===== src/rtl/sdi_enc_pkg.sv =====
package sdi_enc_pkg;
    localparam int WORD_W   = 10;
    localparam int NARROW_W = 8;
    localparam int SCR_LEN  = 9;
    localparam int SCR_TAP  = 4;

    typedef enum logic {
        SRC_WIDE   = 1'b0,
        SRC_NARROW = 1'b1
    } src_mode_e;
endpackage


===== src/rtl/enc_word_widener.sv =====
module enc_word_widener
    import sdi_enc_pkg::*;
#(
    parameter int W  = WORD_W,
    parameter int NB = NARROW_W
) (
    input  logic         clk,
    input  logic         rst_n,
    input  src_mode_e    mode,
    input  logic [W-1:0] raw,
    output logic [W-1:0] wide
);
    localparam int PAD = W - NB;

    generate
        if (PAD > 0) begin : g_pad
            logic [W-1:0] wide_d;
            always_comb begin
                wide_d = raw;
                if (mode == SRC_NARROW) begin
                    if (&raw[NB-1:0]) begin
                        wide_d = '1;
                    end else begin
                        wide_d = {raw[NB-1:0], {PAD{1'b0}}};
                    end
                end
            end
            assign wide = wide_d;

            // an all-ones narrow byte becomes the all-ones code
            a_r7_ones_code: assert property (@(posedge clk) disable iff (!rst_n)
                (mode == SRC_NARROW && &raw[NB-1:0]) |-> (&wide));
            // other narrow bytes move up with zero low bits
            a_r8_shift_code: assert property (@(posedge clk) disable iff (!rst_n)
                (mode == SRC_NARROW && !(&raw[NB-1:0])) |->
                (wide[PAD-1:0] == '0 && wide[W-1:PAD] == raw[NB-1:0]));
        end else begin : g_same
            assign wide = raw;
        end
    endgenerate

    // wide mode passes the word through
    a_r9_wide_pass: assert property (@(posedge clk) disable iff (!rst_n)
        (mode == SRC_WIDE) |-> (wide == raw));
endmodule


===== src/rtl/enc_serializer.sv =====
module enc_serializer #(
    parameter int W = sdi_enc_pkg::WORD_W
) (
    input  logic         clk,
    input  logic         rst_n,
    input  logic         load,
    input  logic         valid,
    input  logic [W-1:0] word,
    output logic         bit_out
);
    localparam int GW = $clog2(W + 1);
    localparam logic [GW-1:0] GAP_FULL = GW'(W);
    localparam logic [GW-1:0] GAP_LAST = GW'(W - 1);

    typedef struct packed {
        logic [W-1:0]  sh;
        logic [GW-1:0] gap;
        logic          seen;
    } ser_st_t;

    ser_st_t st_d, st_q;

    always_comb begin
        st_d = st_q;
        if (load) begin
            st_d.sh   = valid ? word : '0;
            st_d.gap  = '0;
            st_d.seen = 1'b1;
        end else begin
            st_d.sh = st_q.sh >> 1;
            if (st_q.gap != GAP_FULL) begin
                st_d.gap = st_q.gap + 1'b1;
            end
        end
    end

    always_ff @(posedge clk) begin
        if (!rst_n) begin
            st_q.sh   <= '0;
            st_q.gap  <= GAP_FULL;
            st_q.seen <= 1'b0;
        end else begin
            st_q <= st_d;
        end
    end

    assign bit_out = st_q.sh[0];

    // word loads come no closer than one word period apart
    a_r2_load_spacing: assert property (@(posedge clk) disable iff (!rst_n)
        (load && st_q.seen) |-> (st_q.gap >= GAP_LAST));
    // a drained or never-loaded register sends zeros
    a_r1_drained_zero: assert property (@(posedge clk) disable iff (!rst_n)
        (st_q.gap == GAP_FULL) |-> (bit_out == 1'b0));
    // an invalid load leaves an all-zero word
    a_r6_invalid_zero: assert property (@(posedge clk) disable iff (!rst_n)
        (load && !valid) |=> (st_q.sh == '0));
endmodule


===== src/rtl/enc_scrambler.sv =====
module enc_scrambler #(
    parameter int LEN = sdi_enc_pkg::SCR_LEN,
    parameter int TAP = sdi_enc_pkg::SCR_TAP
) (
    input  logic clk,
    input  logic rst_n,
    input  logic bit_in,
    output logic bit_out
);
    typedef struct packed {
        logic [LEN-1:0] hist;
    } scr_st_t;

    scr_st_t st_d, st_q;
    logic    scr_bit;

    always_comb begin
        scr_bit = bit_in ^ st_q.hist[TAP-1] ^ st_q.hist[LEN-1];
        st_d.hist = {st_q.hist[LEN-2:0], scr_bit};
    end

    always_ff @(posedge clk) begin
        if (!rst_n) begin
            st_q.hist <= '0;
        end else begin
            st_q <= st_d;
        end
    end

    assign bit_out = scr_bit;

    // zero data into a cleared history keeps it cleared
    a_r4_zero_lock: assert property (@(posedge clk) disable iff (!rst_n)
        (st_q.hist == '0 && !bit_in) |=> (st_q.hist == '0));
    // the newest history bit is the bit that was just sent
    a_r4_feedback: assert property (@(posedge clk) disable iff (!rst_n)
        1'b1 |=> (st_q.hist[0] == $past(bit_out)));
endmodule


===== src/rtl/enc_nrzi.sv =====
module enc_nrzi (
    input  logic clk,
    input  logic rst_n,
    input  logic bit_in,
    output logic line
);
    typedef struct packed {
        logic lvl;
    } nrzi_st_t;

    nrzi_st_t st_d, st_q;

    always_comb begin
        st_d.lvl = st_q.lvl ^ bit_in;
    end

    always_ff @(posedge clk) begin
        if (!rst_n) begin
            st_q.lvl <= 1'b0;
        end else begin
            st_q <= st_d;
        end
    end

    assign line = st_q.lvl;

    // a one toggles the line, a zero holds it
    a_r5_toggle_on_one: assert property (@(posedge clk) disable iff (!rst_n)
        bit_in |=> (line != $past(line)));
    a_r5_hold_on_zero: assert property (@(posedge clk) disable iff (!rst_n)
        !bit_in |=> $stable(line));
endmodule


===== src/rtl/scr_nrzi_encoder.sv =====
module scr_nrzi_encoder
    import sdi_enc_pkg::*;
#(
    parameter int W   = WORD_W,
    parameter int NB  = NARROW_W,
    parameter int LEN = SCR_LEN,
    parameter int TAP = SCR_TAP
) (
    input  logic         clk_bit,
    input  logic         rst_n,
    input  logic         word_phase,
    input  logic         word_valid,
    input  logic         src_narrow,
    input  logic [W-1:0] word_in,
    output logic         line_out
);
    logic [W-1:0] wide_word;
    logic         ser_bit;
    logic         scr_bit;
    src_mode_e    mode;

    assign mode = src_narrow ? SRC_NARROW : SRC_WIDE;

    enc_word_widener #(.W(W), .NB(NB)) u_widen (
        .clk  (clk_bit),
        .rst_n(rst_n),
        .mode (mode),
        .raw  (word_in),
        .wide (wide_word)
    );

    enc_serializer #(.W(W)) u_ser (
        .clk    (clk_bit),
        .rst_n  (rst_n),
        .load   (word_phase),
        .valid  (word_valid),
        .word   (wide_word),
        .bit_out(ser_bit)
    );

    enc_scrambler #(.LEN(LEN), .TAP(TAP)) u_scr (
        .clk    (clk_bit),
        .rst_n  (rst_n),
        .bit_in (ser_bit),
        .bit_out(scr_bit)
    );

    enc_nrzi u_nrzi (
        .clk   (clk_bit),
        .rst_n (rst_n),
        .bit_in(scr_bit),
        .line  (line_out)
    );

    // the line is low in the cycle after reset
    a_r1_reset_low: assert property (@(posedge clk_bit)
        !rst_n |=> (line_out == 1'b0));
endmodule


===== config.mk =====
export PLATFORM = sky130hd
export DESIGN_NAME = scr_nrzi_encoder
export DESIGN_NICKNAME = d
export VERILOG_FILES = /design/src/rtl/sdi_enc_pkg.sv /design/src/rtl/enc_word_widener.sv /design/src/rtl/enc_serializer.sv /design/src/rtl/enc_scrambler.sv /design/src/rtl/enc_nrzi.sv /design/src/rtl/scr_nrzi_encoder.sv
export SDC_FILE = /design/constraint.sdc
export NUM_CORES = 1
export LEC_CHECK = 0
export ABC_CLOCK_PERIOD_IN_PS = 1200
export BUFFER_PORTS_ARGS = -buffer_cell sky130_fd_sc_hd__buf_2
export CAP_MARGIN = 25
export CORE_MARGIN = 5
export CORE_UTILIZATION = 47
export CTS_CLUSTER_SIZE = 24
export DETAILED_ROUTE_END_ITERATION = 8
export PLACE_DENSITY = 0.8
export SLEW_MARGIN = 25
export SYNTH_ARGS = -nofsm -noshare
export SYNTH_HDL_FRONTEND = slang
export SYNTH_HIERARCHICAL = 1
export SYNTH_SLANG_ARGS = --single-unit

===== constraint.sdc =====
create_clock -name clk_bit -period 1.2 [get_ports clk_bit]
set_clock_uncertainty 0.2 [all_clocks]
set_input_delay 0.06 -clock clk_bit [delete_from_list [all_inputs] [get_ports clk_bit]]
set_output_delay 0.06 -clock clk_bit [all_outputs]
set_load 0.01 [all_outputs]

; After elaboration in Yosys (flattened, before gate mapping)
; Index checks and enable logic that the tools add are counted.
[totals]
input_bits = 15
wordCells = 22
out_inout_bits = 1
ff_bits = 24
[op_classes]
n_mux = 6
addsub = 1
eq_ne = 1
n_reduce_logical = 4
n_bitwise = 4
[op_table]
columns = op, count
row1 = 10-bit two-way mux, 2
row2 = 13-bit two-way mux, 1
row3 = 9-bit two-way mux, 1
row4 = 8-bit AND reduction, 1
row5 = "4-bit by 1-bit adder with 4-bit output, second input constant", 1
row6 = 4-bit two-way mux, 1
row7 = "4-bit inequality test, second input constant", 1
row8 = 3-bit AND reduction, 1
row9 = 1-bit XOR, 3
row10 = 2-bit nonzero test, 1
row11 = 2-bit OR reduction, 1
row12 = 1-bit two-way mux, 1
row13 = 1-bit NOT, 1

; Logic depth before layout (Yosys ltp)
[logic_depth]
word_depth = 5
ltp_mapped = 4
depth_no_buf = 4

; By module
; The synthesis kept the hierarchy.
[modules_own_cells]
columns = module, instances, cells_each, area_each_um2, seq_area_each_um2
row1 = enc_serializer, 1, 42, 409.1, 200.2
row2 = enc_scrambler, 1, 21, 277.8, 180.2
row3 = enc_word_widener, 1, 15, 163.9, 0.0
row4 = enc_nrzi, 1, 3, 35.0, 20.0

; Least setup slack after synthesis
; Ideal clock, no wire load.
[synth_timing]
kind = reg2reg
start = register u_ser.st_q, in the netlist u_ser/bit_out
end = register u_nrzi.st_q, in the netlist u_nrzi/line
setup_slack_ps = -17
synth_period_minus_slack_ps = 1217
arrival_ps = 902
stages_incl_launch_ff = 5
required_time_ps = 885
setup_time_ps = 115
n_path_buf = 0
cell_sequence = dfxtp_1 xnor2_1 xnor2_1 xor2_1 and2_1
[synth_between]
elab_chain_len = 3
[synth_lines]
columns = item, line
row1 = start: declaration, enc_serializer.sv:21  ; ser_st_t st_d, st_q;
row2 = start signal: assignment, enc_serializer.sv:43  ; st_q <= st_d;
row3 = 1-bit XOR (2 in series), enc_scrambler.sv:18  ; scr_bit = bit_in ^ st_q.hist[TAP-1] ^ st_q.hist[LEN-1];
row4 = net scr_bit, scr_nrzi_encoder.sv:19  ; logic scr_bit;
row5 = 1-bit XOR, enc_nrzi.sv:14  ; st_d.lvl = st_q.lvl ^ bit_in;
row6 = end signal: assignment, enc_nrzi.sv:21  ; st_q <= st_d;
row7 = end: declaration, enc_nrzi.sv:11  ; nrzi_st_t st_d, st_q;
; The timed path passes the listed nets, and every way through them passes these cells.
; A chain may end at the register's enable or synchronous reset.

; Worst setup path in the final report
[layout_timing]
start = register u_scr/st_q[8] in the netlist's numbering
end = register u_nrzi.st_q, in the netlist u_nrzi/line
[layout_between]
elab_chain_len = 2
[layout_lines]
columns = item, line
row1 = start: declaration, enc_scrambler.sv:14  ; scr_st_t st_d, st_q;
row2 = start signal: assignment, enc_scrambler.sv:26  ; st_q <= st_d;
row3 = 1-bit XOR, enc_scrambler.sv:18
row4 = net scr_bit, scr_nrzi_encoder.sv:19
row5 = 1-bit XOR, enc_nrzi.sv:14
; The timed path passes the listed nets, and every way through them passes these cells.

==> metrics <==
vias in the first global route 655; VDD IR max 589 uV; Leak Pwr 0.523 nW; worst path required time 1.19 ns; RSZ-0062 raised after global routing true; Die Width 53.4 um; routability cong. 0.707; fraction of the yosys area taken by sequential cells 45.2%; hold depth 4; Sinks on Clock Net 20; top-area cell type share of the netlist area 45.2%; arrival time of the worst setup path 1.20 ns; Storage cell area 402 sq um; syn avg cell area 10.9 sq um; Final WS setup -0.00929 ns; CTS tree yes; fin cells 133; Area growth syn-to-layout 25.7%; post-CTS setup buffer count 0; GRT Util Overall 13.2%; Setup Total Neg Slack -0.00929 ns; final hold violation count 0; Synth cell types 16; clock root buffer clkbuf_4; clock transition at the registers of the reported paths 0.10 ns; HPWL after detailed placement 983 um; synth top area cells dfxtp_1 45%, mux2_4 14%, nand4_1 7.8%; Max Cap Violations 0; global-route wire length before repair 2620 um; area of the multi-input gates 433 sq um; Crit. End Element flip-flop; # diodes 0; htree depth 1; aggregate global routing overflow 0; CP Launch Type flip-flop; Hold Crit Class input port to flip-flop; Num CTS Buffers 3; Syn Nets 96; commonest non-fill, non-tap cell in the layout dfxtp_1; Clock Path Buffers 2; post-synth top area cell dfxtp_1; DR vias 652; drt drc 0; Vias/cell 4.90; fin. max-slew vios 0; Buffers on Ports 15; layout cells sized above 1 37.0%; FMAX 0.827 GHz; Core Region 1760 sq um; post-synth design cell area 886 sq um; full die area 2850 sq um; cell count of the worst reg-to-reg path 4; ANT nets after route 0; synthesized netlist cell count 81; initial core utilization 50.2%; most frequent cells in the layout 19 x dfxtp_1, 14 x buf_2, 12 x dlygate4sd3_1, 11 x nand4_1; final setup vio count 1; die height 53.4 um; initial antenna violation count 0; yosys warns 6; Seq cells post-synth 20; run status complete, but fails checks; failing checks negative setup slack; routed wire length 1510 um; Initial DRC Count 7; pre-CTS WS -0.0134 ns; Final min period 1.21 ns; pin count of the biggest net entering global routing 20; Slew HR 81.8%; Final Util 63.1%; Initial DRT Pass Iterations 4; row cnt 15; Cells after DPL 118; nets 125; Fillers 161; drt wl/cell 11.4 um; critical path class flip-flop to flip-flop; worst-margin pin slew 0.273 ns; Final period util 101%; worst-path fanout max 2; Worst-Skew Late Latency 0.29 ns; IO Pins 16; PwrDens 1030 nW/um^2
-- worst max-delay path, stage by stage (launching register included) --
cell and delay [ns]:
dfxtp_2 0.34, xnor2_2 0.18, xnor2_1 0.10, xor2_1 0.15, and2_1 0.15
-- cell usage after synthesis --
master     n
nand2_1    9
nand3b_1   9
and2_2     8
mux2_4     8
xor2_1     1
and4_2     1
dfxtp_1   20
xnor2_1    2
mux2_2     1
inv_1      2
o22ai_1    2
buf_6      4
and2_1     1
and2b_2    1
buf_4      1
nand4_1   11
-- kinds of logic (layout without fill, tap and decap cells) --
logic type	Yosys count	count (layout)	synth area share, %
multiplexers	9	9	14.8
buffers and inverters	7	34	6.78
flip-flops	20	20	45.2
XOR/XNOR	3	3	2.97
AND/OR/NAND/NOR	40	40	28.8
AO/OA/AOI/OAI	2	2	1.41
-- sequential cells by signal, summed over array words and instances, names as in the netlist --
signal         count
u_ser/bit_out      1
u_nrzi/line        1
u_scr/st_q         9
u_ser/st_q         9
-- layer usage --
layer | track usage, % | wire (um)
met1 | 12.4 | 663
met2 | 23.9 | 735
met3 | 3.38 | 70
met4 | 10.2 | 40
met5 | 0 | 0
-- cell type report --
| type | count | share of cell area [%] |
|---|---|---|
| Clock buffer | 3 | 2.02 |
| Sequential cell | 20 | 36.1 |
| Tap cell | 25 | 2.81 |
| Inverter | 2 | 0.674 |
| Timing Repair Buffer | 29 | 19.6 |
| Multi-Input combinational cell | 54 | 38.9 |
-- what timing repair did --
action / CTS / global route
setup endpoints to repair: 1 / 4
hold buffers: 13 / 0
resized for setup: 1 / 1
hold endpoints to repair: 12 / 0
pin swaps: 3 / 1
-- per-stage QoR --
| stage | hold WS [ns] | cell area [sq um] | power (W) |
|---|---|---|---|
| 6_report | 0.121 | 1110 | 0.00114 |
| 5_1_grt | 0.133 | 1110 | 0.00122 |
| 2_1_floorplan | -0.0183 | 893 | 0.000797 |
| 4_1_cts | 0.101 | 1120 | 0.00116 |
| 3_3_place_gp | 0.140 | 962 | 0.000828 |
| 3_5_place_dp | 0.148 | 962 | 0.000833 |
-- worst paths after layout --
check                 from            end  slack [ns]
max          u_scr/st_q[8]    u_nrzi/line      -0.009
min             src_narrow  u_ser/st_q[6]        0.12
max reg2reg  u_scr/st_q[8]    u_nrzi/line      -0.009
min reg2reg  u_ser/st_q[6]  u_ser/bit_out        0.25
-- report_power, final --
group | internal [W] | leakage (nW) | switching [W]
registers | 0.000679 | 0.163 | 0.00000481
logic | 0.000100 | 0.346 | 0.0000649
clock network | 0.000117 | 0.0138 | 0.000176
Note: power is estimated with default switching activity, not from simulation.
